===== src/rtl/spi_pf_pkg.sv =====
// Shared constants, types and helpers for the parity-framed SPI slave.
// Assumes a fixed 16-bit frame with a 14-bit address/data field.
package spi_pf_pkg;
    localparam int FRAME_W  = 16;
    localparam int DATA_W   = 14;
    localparam int CNT_W    = $clog2(FRAME_W + 2);
    localparam int ERR_W    = 3;
    localparam int RW_BIT   = DATA_W;        // bit 14: read/write or error flag
    localparam int PAR_BIT  = FRAME_W - 1;   // bit 15: parity
    localparam logic [DATA_W-1:0] CLR_ADDR = DATA_W'(1);
    localparam int ERR_FRAME = 0;
    localparam int ERR_CMD   = 1;
    localparam int ERR_PAR   = 2;

    typedef enum logic [1:0] {
        SRC_ZERO = 2'd0,
        SRC_BANK = 2'd1,
        SRC_ERR  = 2'd2
    } resp_src_e;

    // Build a response word with even parity over the whole frame.
    function automatic logic [FRAME_W-1:0] pack_resp(input logic flag,
                                                     input logic [DATA_W-1:0] data);
        return {^{flag, data}, flag, data};
    endfunction
endpackage


===== src/rtl/spi_pf_sync.sv =====
// Multi-stage synchronizer, one independent flop chain per bit.
// Assumes STAGES >= 2; RST_VAL gives each bit's reset level.
module spi_pf_sync #(
    parameter int           STAGES  = 2,
    parameter int           W       = 3,
    parameter logic [W-1:0] RST_VAL = '0
) (
    input  logic         clk,
    input  logic         rst_n,
    input  logic [W-1:0] d_in,
    output logic [W-1:0] d_out
);
    for (genvar g = 0; g < W; g++) begin : g_bit
        logic [STAGES-1:0] chain;
        // Shift the asynchronous input through the flop chain.
        always_ff @(posedge clk) begin
            if (!rst_n) chain <= {STAGES{RST_VAL[g]}};
            else        chain <= {chain[STAGES-2:0], d_in[g]};
        end
        assign d_out[g] = chain[STAGES-1];
    end
endmodule


===== src/rtl/spi_pf_shift.sv =====
// Serial frame engine: detects edges of the synchronized chip select and
// serial clock, shifts MOSI in on falling edges and MISO out on rising edges,
// counts serial clocks and flags the end of each frame.
// Assumes MOSI and SCK pass through synchronizers of equal depth.
module spi_pf_shift
    import spi_pf_pkg::*;
(
    input  logic               clk,
    input  logic               rst_n,
    input  logic               cs_n_s,
    input  logic               sck_s,
    input  logic               mosi_s,
    input  logic [FRAME_W-1:0] tx_word,
    output logic               miso,
    output logic               frame_done,
    output logic [FRAME_W-1:0] rx_word,
    output logic               cnt_ok,
    output logic               sck_rise
);
    logic               cs_p, sck_p;
    logic               cs_fall, cs_rise, sck_fall;
    logic [CNT_W-1:0]   bit_cnt;
    logic [FRAME_W-1:0] rx_sh, tx_sh;

    assign cs_fall  = cs_p & ~cs_n_s;
    assign cs_rise  = ~cs_p & cs_n_s;
    assign sck_rise = ~cs_n_s & sck_s & ~sck_p;
    assign sck_fall = ~cs_n_s & ~sck_s & sck_p;

    // Remember the previous synchronized levels for edge detection.
    always_ff @(posedge clk) begin
        if (!rst_n) begin
            cs_p  <= 1'b1;
            sck_p <= 1'b0;
        end else begin
            cs_p  <= cs_n_s;
            sck_p <= sck_s;
        end
    end

    // Count falling edges in a frame, saturating one past a full frame.
    always_ff @(posedge clk) begin
        if (!rst_n)                                    bit_cnt <= '0;
        else if (cs_fall)                              bit_cnt <= '0;
        else if (sck_fall && bit_cnt != CNT_W'(FRAME_W + 1)) bit_cnt <= bit_cnt + CNT_W'(1);
    end

    // Capture MOSI, MSB first, on each falling serial edge.
    always_ff @(posedge clk) begin
        if (!rst_n)        rx_sh <= '0;
        else if (sck_fall) rx_sh <= {rx_sh[FRAME_W-2:0], mosi_s};
    end

    // Load the response at frame start and drive it out on rising edges.
    always_ff @(posedge clk) begin
        if (!rst_n) begin
            tx_sh <= '0;
            miso  <= 1'b0;
        end else if (cs_fall) begin
            tx_sh <= tx_word;
        end else if (sck_rise) begin
            miso  <= tx_sh[FRAME_W-1];
            tx_sh <= {tx_sh[FRAME_W-2:0], 1'b0};
        end
    end

    // Signal the end of a frame one cycle after chip select rises.
    always_ff @(posedge clk) begin
        if (!rst_n) frame_done <= 1'b0;
        else        frame_done <= cs_rise;
    end

    assign rx_word = rx_sh;
    assign cnt_ok  = (bit_cnt == CNT_W'(FRAME_W));
endmodule


===== src/rtl/spi_pf_ctrl.sv =====
// Frame decoder: validates parity and length, tracks a pending write,
// keeps the error register, drives bank strobes and prepares the response
// word for the next frame.
// Assumes reg_rdata is valid combinationally in the reg_rd cycle and that
// frames are separated by at least three system clocks of processing.
module spi_pf_ctrl
    import spi_pf_pkg::*;
(
    input  logic               clk,
    input  logic               rst_n,
    input  logic               frame_done,
    input  logic [FRAME_W-1:0] rx_word,
    input  logic               cnt_ok,
    input  logic [DATA_W-1:0]  reg_rdata,
    output logic [DATA_W-1:0]  reg_addr,
    output logic [DATA_W-1:0]  reg_wdata,
    output logic               reg_wr,
    output logic               reg_rd,
    output logic [FRAME_W-1:0] tx_word,
    output logic               err_flag,
    output logic               clr_evt,
    output logic               frame_bad
);
    logic              wr_pend;
    logic [DATA_W-1:0] pend_addr;
    logic [ERR_W-1:0]  err_reg, err_snap, new_err;
    resp_src_e         src;
    logic              load_pend;
    logic              par_bad, cmd_bad, is_read, is_clr, is_nop;
    logic [DATA_W-1:0] rx_addr, resp_data;

    assign rx_addr = rx_word[DATA_W-1:0];
    assign par_bad = cnt_ok & (^rx_word);
    assign cmd_bad = cnt_ok & ~par_bad & wr_pend & rx_word[RW_BIT];

    // Gather the fault bits of the frame just ended.
    always_comb begin
        new_err            = '0;
        new_err[ERR_FRAME] = ~cnt_ok;
        new_err[ERR_CMD]   = cmd_bad;
        new_err[ERR_PAR]   = par_bad;
    end

    assign frame_bad = |new_err;
    assign is_read   = ~wr_pend & rx_word[RW_BIT];
    assign is_clr    = is_read & (rx_addr == CLR_ADDR);
    assign is_nop    = ~wr_pend & (rx_word == '0);
    assign clr_evt   = frame_done & is_clr & ~frame_bad;
    assign err_flag  = |err_reg;

    // Accumulate faults into the sticky register; clear on the clear read.
    always_ff @(posedge clk) begin
        if (!rst_n)          err_reg <= '0;
        else if (clr_evt)    err_reg <= '0;
        else if (frame_done) err_reg <= err_reg | new_err;
    end

    // Decode the frame, issue strobes and pick the response source.
    always_ff @(posedge clk) begin
        if (!rst_n) begin
            wr_pend   <= 1'b0;
            pend_addr <= '0;
            reg_addr  <= '0;
            reg_wdata <= '0;
            reg_wr    <= 1'b0;
            reg_rd    <= 1'b0;
            err_snap  <= '0;
            src       <= SRC_ZERO;
            load_pend <= 1'b0;
        end else begin
            reg_wr    <= 1'b0;
            reg_rd    <= 1'b0;
            load_pend <= frame_done;
            if (frame_done) begin
                src <= SRC_ZERO;
                if (frame_bad) begin
                    wr_pend <= 1'b0;
                end else if (wr_pend) begin
                    wr_pend   <= 1'b0;
                    reg_wr    <= 1'b1;
                    reg_addr  <= pend_addr;
                    reg_wdata <= rx_addr;
                end else if (is_clr) begin
                    err_snap <= err_reg;
                    src      <= SRC_ERR;
                end else if (is_read) begin
                    reg_rd   <= 1'b1;
                    reg_addr <= rx_addr;
                    src      <= SRC_BANK;
                end else if (!is_nop) begin
                    wr_pend   <= 1'b1;
                    pend_addr <= rx_addr;
                end
            end
        end
    end

    // Select the data field of the next response.
    always_comb begin
        unique case (src)
            SRC_BANK: resp_data = reg_rdata;
            SRC_ERR:  resp_data = {{(DATA_W-ERR_W){1'b0}}, err_snap};
            default:  resp_data = '0;
        endcase
    end

    // Latch the response word one cycle after decode, once bank data is valid.
    always_ff @(posedge clk) begin
        if (!rst_n)         tx_word <= '0;
        else if (load_pend) tx_word <= pack_resp(err_flag, resp_data);
    end
endmodule


===== src/rtl/spi_pf_slave.sv =====
// Top of the parity-framed SPI slave: synchronizes the SPI wires,
// runs the serial frame engine and the frame decoder.
// Assumes SCK idles low and each SCK phase spans several system clocks.
module spi_pf_slave
    import spi_pf_pkg::*;
#(
    parameter int SYNC_STAGES = 2
) (
    input  logic              clk,
    input  logic              rst_n,
    input  logic              spi_cs_n,
    input  logic              spi_sck,
    input  logic              spi_mosi,
    output logic              spi_miso,
    output logic [DATA_W-1:0] reg_addr,
    output logic [DATA_W-1:0] reg_wdata,
    output logic              reg_wr,
    output logic              reg_rd,
    input  logic [DATA_W-1:0] reg_rdata
);
    logic               cs_n_s, sck_s, mosi_s;
    logic [FRAME_W-1:0] tx_word, rx_word;
    logic               frame_done, cnt_ok, sck_rise;
    logic               err_flag, clr_evt, frame_bad;

    spi_pf_sync #(
        .STAGES  (SYNC_STAGES),
        .W       (3),
        .RST_VAL (3'b100)
    ) u_sync (
        .clk   (clk),
        .rst_n (rst_n),
        .d_in  ({spi_cs_n, spi_sck, spi_mosi}),
        .d_out ({cs_n_s, sck_s, mosi_s})
    );

    spi_pf_shift u_shift (
        .clk        (clk),
        .rst_n      (rst_n),
        .cs_n_s     (cs_n_s),
        .sck_s      (sck_s),
        .mosi_s     (mosi_s),
        .tx_word    (tx_word),
        .miso       (spi_miso),
        .frame_done (frame_done),
        .rx_word    (rx_word),
        .cnt_ok     (cnt_ok),
        .sck_rise   (sck_rise)
    );

    spi_pf_ctrl u_ctrl (
        .clk        (clk),
        .rst_n      (rst_n),
        .frame_done (frame_done),
        .rx_word    (rx_word),
        .cnt_ok     (cnt_ok),
        .reg_rdata  (reg_rdata),
        .reg_addr   (reg_addr),
        .reg_wdata  (reg_wdata),
        .reg_wr     (reg_wr),
        .reg_rd     (reg_rd),
        .tx_word    (tx_word),
        .err_flag   (err_flag),
        .clr_evt    (clr_evt),
        .frame_bad  (frame_bad)
    );
endmodule


===== config.mk =====
export PLATFORM = sky130hd
export DESIGN_NAME = spi_pf_slave
export DESIGN_NICKNAME = d
export VERILOG_FILES = /design/src/rtl/spi_pf_pkg.sv /design/src/rtl/spi_pf_sync.sv /design/src/rtl/spi_pf_shift.sv /design/src/rtl/spi_pf_ctrl.sv /design/src/rtl/spi_pf_slave.sv
export SDC_FILE = /design/constraint.sdc
export NUM_CORES = 1
export LEC_CHECK = 0
export BUFFER_PORTS_ARGS = -buffer_cell sky130_fd_sc_hd__buf_2
export CAP_MARGIN = 20
export CORE_ASPECT_RATIO = 0.5
export CORE_UTILIZATION = 59
export CTS_CLUSTER_DIAMETER = 60
export DETAILED_ROUTE_END_ITERATION = 8
export PLACE_DENSITY = 0.82
export SLEW_MARGIN = 20
export SYNTH_ARGS = -nofsm -noshare
export SYNTH_HDL_FRONTEND = slang
export SYNTH_HIERARCHICAL = 1
export SYNTH_SLANG_ARGS = --single-unit

===== constraint.sdc =====
create_clock -name clk -period 2.9 [get_ports clk]
set_input_delay 0.29 -clock clk [delete_from_list [all_inputs] [get_ports clk]]
set_output_delay 0.29 -clock clk [all_outputs]
set_load 0.01 [all_outputs]

Word-level counts from Yosys, hierarchy flattened. Index checks and enable logic that the tools add are counted.

Register bits after elaboration: 117. Bits of input ports: 19. Output and inout bits: 31. Logic and storage cells: 92.

$add $sub $neg: 1. Eq/ne operators: 6. Mux-type cells: 17. Bitwise gates (word level): 30. Reduce and logical (&&, ||, !) cells: 17.

Operators by type and width (number): two-way mux 14 bit (3); two-way mux 16 bit (2); one-hot mux 14 bit (2 select lines) (1); zero test 16 bit (1); parity 16 bit (1); bitwise AND 1 bit (15); parity 15 bit (1); == test 14 x 1 -> 1 bit (second input constant) (1); inverter 1 bit (14); two-way mux 1 bit (8); AND reduction 4 bit (2); OR reduction 7 bit (1); two-way mux 2 bit (3); AND reduction 6 bit (1); OR reduction 3 bit (2); adder 5 x 1 -> 5 bit (second input constant) (1); == test 5 bit (second input constant) (1); != test 5 bit (second input constant) (1); OR reduction 5 bit (1); nonzero test 2 bit (2); OR reduction 2 bit (2); bitwise OR 3 bit (1); AND reduction 3 bit (1); == test 2 x 1 -> 1 bit (second input constant) (1); other kinds (4) (4).

Longest topological paths before layout. Gate-level depths: netlist of the first run.

Depth in word-level cells: 10. Gate-level depth with buffers: 11. Mapped depth without buffers: 8.

Hierarchy. Netlist of the first run, hierarchy kept.

Modules (own cells, without submodules): spi_pf_ctrl (instances 1, cells an instance 336, area an instance 3214.3 µm², seq. area each 1401.3 µm²); spi_pf_shift (instances 1, cells an instance 196, area an instance 1715.4 µm², seq. area each 820.8 µm²); spi_pf_sync (instances 1, cells an instance 15, area an instance 180.2 µm², seq. area each 120.1 µm²).

Least setup slack after synthesis of the first run. No wires, ideal clock.

Path type: register to register. From: reg u_shift.rx_sh[14] (netlist: u_shift/rx_word[14]). To: reg u_ctrl.reg_wdata[10]. Library setup time: 128 ps. Arrival time: 2460 ps. Data required time: 2772 ps. Slack: 313 ps. Stages on the path, launching flop included: 11. Path buffers: 2. Period minus slack after synthesis: 2587 ps. Cells stage by stage: dfxtp_1 -> clkbuf_1 -> inv_1 -> ha_1 -> xnor2_1 -> xnor2_1 -> xnor2_2 -> nor4b_4 -> buf_6 -> mux2i_1 -> nor2_1.

Longest elaborated chain between the ends: 9.

Ends and longest elaborated chain: start: declaration (RTL line spi_pf_shift.sv:23) `logic [FRAME_W-1:0] rx_sh, tx_sh;`; start signal: assignment (RTL line spi_pf_shift.sv:51) `else if (sck_fall) rx_sh <= {rx_sh[FRAME_W-2:0], mosi_s};`; parity 16 bit (RTL line spi_pf_ctrl.sv:33) `assign par_bad = cnt_ok & (^rx_word);`; bitwise AND 1 bit (RTL line spi_pf_ctrl.sv:33); inverter 1 bit (RTL line spi_pf_ctrl.sv:34) `assign cmd_bad = cnt_ok & ~par_bad & wr_pend & rx_word[RW_BIT];`; bitwise AND 1 bit (3 in a row) (RTL line spi_pf_ctrl.sv:34); OR reduction 3 bit (*) (RTL line spi_pf_ctrl.sv:44) `assign frame_bad = |new_err;`; inverter 1 bit (*); AND reduction 3 bit (no source line) (*); end signal: assignment (RTL line spi_pf_ctrl.sv:82) `reg_wdata <= rx_addr;`; end: declaration (RTL line spi_pf_ctrl.sv:16) `output logic [DATA_W-1:0] reg_wdata,`.

Every way passes the cells marked *; elsewhere a longest branch is shown, timed or not. A chain may end at the register's enable or synchronous reset.

Worst setup path in the final report of the first run.
From: reg u_shift.rx_sh[14] (netlist: u_shift/rx_word[14]). To: reg u_ctrl.reg_addr[8].

Longest elaborated chain between the ends: 9. Elaborated cells on any way between the ends: 13. Those cells by class: eq/ne (1); bitwise (8); reduce/logical (4).

Ends and longest elaborated chain: parity 16 bit (RTL line spi_pf_ctrl.sv:33); bitwise AND 1 bit (RTL line spi_pf_ctrl.sv:33); inverter 1 bit (RTL line spi_pf_ctrl.sv:34); bitwise AND 1 bit (3 in a row) (RTL line spi_pf_ctrl.sv:34); OR reduction 3 bit (RTL line spi_pf_ctrl.sv:44); inverter 1 bit; AND reduction 4 bit (no source line) (*); end signal: assignment (RTL line spi_pf_ctrl.sv:81) `reg_addr <= pend_addr;`; end signal: assignment (RTL line spi_pf_ctrl.sv:88) `reg_addr <= rx_addr;`; end: declaration (RTL line spi_pf_ctrl.sv:15) `output logic [DATA_W-1:0] reg_addr,`.

Marks and branches as above.

==> results of run 1 <==
-- power by group through the flow --
stage / registers (mW) / logic (mW) / clock network [mW]
6_report: 1.62 / 0.0877 / 2.05
2_1_floorplan: 1.65 / 0.0624 / 0
3_3_place_gp: 1.65 / 0.0862 / 0
3_5_place_dp: 1.65 / 0.0874 / 0
4_1_cts: 1.62 / 0.0880 / 2.08
5_1_grt: 1.62 / 0.0966 / 2.16
-- cell type report --
| class | count | area [sq um] | area share |
|---|---|---|---|
| clock buffers | 24 | 512 | 0.0852 |
| repair buffers | 66 | 373 | 0.0621 |
| clock inverters | 4 | 70.1 | 0.0117 |
| inverters | 47 | 176 | 0.0294 |
| well taps | 112 | 140 | 0.0233 |
| multi-input cells | 345 | 2390 | 0.398 |
| flip-flops and latches | 117 | 2340 | 0.390 |
-- routing by layer --
metal	wire, microns	up-vias	part of all wire	global-route usage
li1	-	1949	-	-
met1	5100	1823	0.47	0.306
met2	5100	95	0.47	0.415
met3	438	12	0.041	0.0736
met4	133	0	0.012	0.122
met5	0	-	0	0
-- final timing paths --
| kind | from | endpoint | depth (start not counted) |
|---|---|---|---|
| worst max-delay path | u_shift/rx_word[14]$_SDFFE_PN0P_ | u_ctrl/reg_addr[8]$_SDFFE_PN0P_ | 8 |
| worst min-delay path | spi_cs_n | u_sync/g_bit[2].chain[0]$_SDFF_PN1_ | 2 |
| worst max register to register | u_shift/rx_word[14]$_SDFFE_PN0P_ | u_ctrl/reg_addr[8]$_SDFFE_PN0P_ | 8 |
| worst min register to register | u_sync/g_bit[2].chain[0]$_SDFF_PN1_ | u_sync/g_bit[2].chain[1]$_SDFF_PN1_ | 1 |
-- worst reg2reg max path, stage by stage (launching register included) --
cell and delay, ns:
dfxtp_1 0.51, inv_1 0.09, ha_1 0.32, xnor2_1 0.14, xnor2_1 0.25, xnor2_2 0.10
or3b_1 0.62, buf_4 0.27, o221a_2 0.23
-- through the flow --
stage / hold slack, ns / cell area [sq um] / util / cells
2_1_floorplan: 0.363 / 5090 / - / 544
3_3_place_gp: 0.391 / 5420 / 0.664 / 687
3_5_place_dp: 0.396 / 5420 / 0.664 / 687
4_1_cts: 0.0588 / 6010 / 0.735 / 715
5_1_grt: 0.0641 / 6010 / 0.735 / 715
6_report: 0.0667 / 6010 / 0.735 / 715
-- layout by cell type (no fill, tap or decap), types with 16 or more instances in the layout --
| cell type | n |
|---|---|
| nor2_1 | 52 |
| clkbuf_16 | 17 |
| a21oi_1 | 20 |
| nand2_1 | 55 |
| o21ai_0 | 16 |
| dfxtp_1 | 117 |
| inv_1 | 47 |
| buf_4 | 17 |
| a21boi_0 | 16 |
| buf_2 | 49 |
| mux2i_1 | 35 |
==> flow_summary.json, run 1 <==
{
  "dr.pass1.iters": 6,
  "fmax_ghz": 0.379,
  "relSlewSlack": 0.451,
  "n_fill_cell": 563,
  "rsz0062_at_grt": "false",
  "slew_viol_final": 0,
  "vias": 3879,
  "grt_overflow": 0,
  "cts_tree": "built",
  "r2r_slack_ns": 0.26,
  "grt_first_pass_wirelength_microns": 17300,
  "timing.final.crit_share": 0.909,
  "place_congestion": 0.867,
  "fin_ws_ns": 0.264,
  "worstSetupPathType": "flop to flop",
  "crit_path_cell_trace": "inv_1, ha_1, xnor2_1, xnor2_1, xnor2_2, or3b_1, buf_4, o221a_2",
  "ir_drop_uv": 444,
  "rows": 23,
  "power_frac_clock": 0.546,
  "drc": 0,
  "grt_max_degree": 50,
  "syn-cell-area_sq_um": 5090,
  "htree_levels": 4,
  "grt_pass1_vias": 3575,
  "syn_inst": 544,
  "pwr-share-seq": 0.431,
  "period_needed_ns": 2.64,
  "critical-path-max-stage-delay_ns": 0.62,
  "drive_gt1_frac": 0.192,
  "path_buf_inv": 2,
  "syn_avg_cell_area_sq_um": 9.36,
  "fin_nets": 627,
  "clock_latency_ns": 0.41,
  "setup_tns_ns": 0,
  "p_leak_nw": 2.31,
  "crit_path_frequent_cell": "xnor2_1",
  "ctsResizeCount": 0,
  "cts_buffers": 17,
  "clockBufferDepth": 2,
  "cts-hold-fix-buffers": 0,
  "fp.coreArea_sq_um": 8170,
  "antenna_found_initial": 0,
  "clkTransAtPathRegs_ns": 0.05,
  "drt_wl_total_microns": 10800,
  "ioPinCount": 50,
  "fin_skew_ns": 0.0125,
  "drtIter0Drc": 245,
  "required_ns": 3.20,
  "hpwlAfterDp_microns": 6690,
  "ys.warnings.count": 6,
  "track_usage": 0.251,
  "swShare": 0.196,
  "syn_to_final_growth_pct": 17.9,
  "min_path_type": "primary input to flop",
  "maxCapViolCount": 0,
  "finalSetupViolCount": 0,
  "ant_nets": 0,
  "port_buffers": 49,
  "worstPathArrival_ns": 2.93,
  "p_total_mw": 3.76,
  "switchingPower_uw": 736,
  "avgViaCountPerCell": 5.43,
  "cts_setup_buffers": 0,
  "die_w_microns": 133,
  "slowest_stage": "or3b_1",
  "chipHeight_microns": 67.7,
  "finalHoldViolations": 0,
  "wl_per_cell_microns": 15.1,
  "cpLargestDelayFamily": "simple AND/OR/NAND/NOR gates",
  "post-place-ws_ns": 0.352,
  "intPower_mw": 3.03,
  "status": "completed",
  "power_density_nw_per_um2": 627,
  "initial_core_util": 0.623,
  "root_buffer": "clkbuf_16",
  "start_kind": "flop",
  "crit_fanout": 10,
  "syn_nets": 577,
  "num_antenna_cells": 0,
  "dieArea_sq_um": 9030,
  "tightest_slew_ns": 0.823,
  "clkSinkCount": 117,
  "pwr-share-comb": 0.023,
  "end_kind": "flop"
}
Power figures use the tool's default switching activity.
==> inputs of run 2 (changes only) <==
- ABC_CLOCK_PERIOD_IN_PS: default -> 2900
- PLACE_DENSITY: 0.82 -> default
- PLACE_DENSITY_LB_ADDON: default -> 0.1
==> run 2 against run 1 <==
- routed wire length rose by 0.34%
- sequential power barely moved
- critical path depth did not move
- design area rose by 0.31%
- combinational power rose by 2.9%
- largest power group unchanged
- via count rose by 1.2%
- clock power rose by 6%
- register-to-register slack got worse by 0.04 ns
- non-clock buffer count fell by 2
- first-iteration DRC count fell by 12%
==> flow_summary.json, run 2 (synthesis results as in run 1) <==
{
  "tightest_slew_ns": 0.878,
  "p_total_mw": 3.88,
  "place_congestion": 0.782,
  "clockBufferDepth": 2,
  "drt_wl_total_microns": 10800,
  "min_path_type": "primary input to flop",
  "clkSinkCount": 117,
  "wl_per_cell_microns": 15.1,
  "fmax_ghz": 0.373,
  "fin_skew_ns": 0.00582,
  "worstPathArrival_ns": 2.98,
  "holdWs_ns": 0.0599,
  "worstSetupPathType": "flop to flop",
  "slew_viol_final": 0,
  "drc": 0,
  "cts_tree": "built",
  "setup_tns_ns": 0,
  "timing.final.crit_share": 0.924,
  "rsz0062_at_grt": "false",
  "avgViaCountPerCell": 5.47,
  "period_needed_ns": 2.68,
  "root_buffer": "clkbuf_16",
  "track_usage": 0.258,
  "die_w_microns": 133,
  "grt_overflow": 0,
  "power_density_nw_per_um2": 645,
  "grt_pass1_vias": 3630,
  "syn_to_final_growth_pct": 18.3,
  "layout_commonest_cell": "dfxtp_1",
  "drtIter0Drc": 216,
  "port_buffers": 49,
  "hpwlAfterDp_microns": 6840,
  "status": "completed",
  "fin_ws_ns": 0.221,
  "chipHeight_microns": 67.7,
  "rows": 23,
  "finalHoldViolations": 0,
  "ctsResizeCount": 0,
  "htree_levels": 4,
  "drive_gt1_frac": 0.193,
  "final_cell_mix": "dfxtp_1 (117), nand2_1 (55), nor2_1 (52), buf_2 (49), inv_1 (47)",
  "grt_max_degree": 55,
  "start_kind": "flop",
  "p_leak_nw": 2.32,
  "ioPinCount": 50,
  "ir_drop_uv": 460,
  "antenna_found_initial": 0,
  "cts_setup_buffers": 0,
  "initial_core_util": 0.623,
  "post-place-ws_ns": 0.255,
  "maxCapViolCount": 0,
  "fin_nets": 625,
  "required_ns": 3.20,
  "dr.pass1.iters": 4,
  "instances_no_fill": 717,
  "cts_buffers": 17,
  "fp.coreArea_sq_um": 8170,
  "place_inst": 685,
  "end_kind": "flop",
  "grt_first_pass_wirelength_microns": 17700,
  "num_antenna_cells": 0,
  "dieArea_sq_um": 9030,
  "crit_fanout": 10,
  "r2r_slack_ns": 0.22,
  "clock_latency_ns": 0.41,
  "clkTransAtPathRegs_ns": 0.05,
  "vias": 3924,
  "ant_nets": 0,
  "finalSetupViolCount": 0,
  "n_fill_cell": 611,
  "relSlewSlack": 0.414,
  "cts-hold-fix-buffers": 0
}
[run 2: area by class of cell]
cell class                 instances  area (sq um)  share of cell area
multi-input combinational        345          2390               0.397
sequential                       117          2340               0.389
clock buffer                      21           460              0.0764
timing repair buffer              64           358              0.0594
inverter                          47           176              0.0293
clock inverter                    11           155              0.0258
tap                              112           140              0.0233
[run 2: path summary, 6_finish.rpt]
path	startpoint	endpoint	cells past startpoint
worst max-delay path	u_shift/rx_word[8]$_SDFFE_PN0P_	u_ctrl/reg_addr[11]$_SDFFE_PN0P_	8
worst min-delay path	spi_cs_n	u_sync/g_bit[2].chain[0]$_SDFF_PN1_	2
worst max register to register	u_shift/rx_word[8]$_SDFFE_PN0P_	u_ctrl/reg_addr[11]$_SDFFE_PN0P_	8
worst min register to register	u_sync/g_bit[1].chain[0]$_SDFF_PN0_	u_sync/g_bit[1].chain[1]$_SDFF_PN0_	1
[run 2: report_power, final]
part           switching (mW)  total (mW)  internal [mW]
Sequential            0.00520        1.62           1.62
Clock                   0.704        2.17           1.47
Combinational          0.0558      0.0902         0.0345
[run 2: stage by stage]
stage | area (sq um) | util
2_1_floorplan | 5090 | -
3_3_place_gp | 5410 | 0.662
3_5_place_dp | 5410 | 0.662
4_1_cts | 6020 | 0.737
5_1_grt | 6020 | 0.737
6_report | 6020 | 0.737
[run 2: layer usage]
metal	wire length, microns	vias to the layer above	track usage
met5	0	-	0
li1	-	1951	-
met3	358	11	0.0721
met2	5220	76	0.447
met1	5130	1886	0.310
met4	109	0	0.101
[run 2: critical path, cell delays in order, from the launching register on]
cell     delay (ns)
dfxtp_1        0.40
inv_1          0.06
ha_1           0.31
xor2_1         0.17
xnor2_1        0.29
xnor2_2        0.23
or3b_1         0.61
buf_4          0.25
o221a_2        0.22
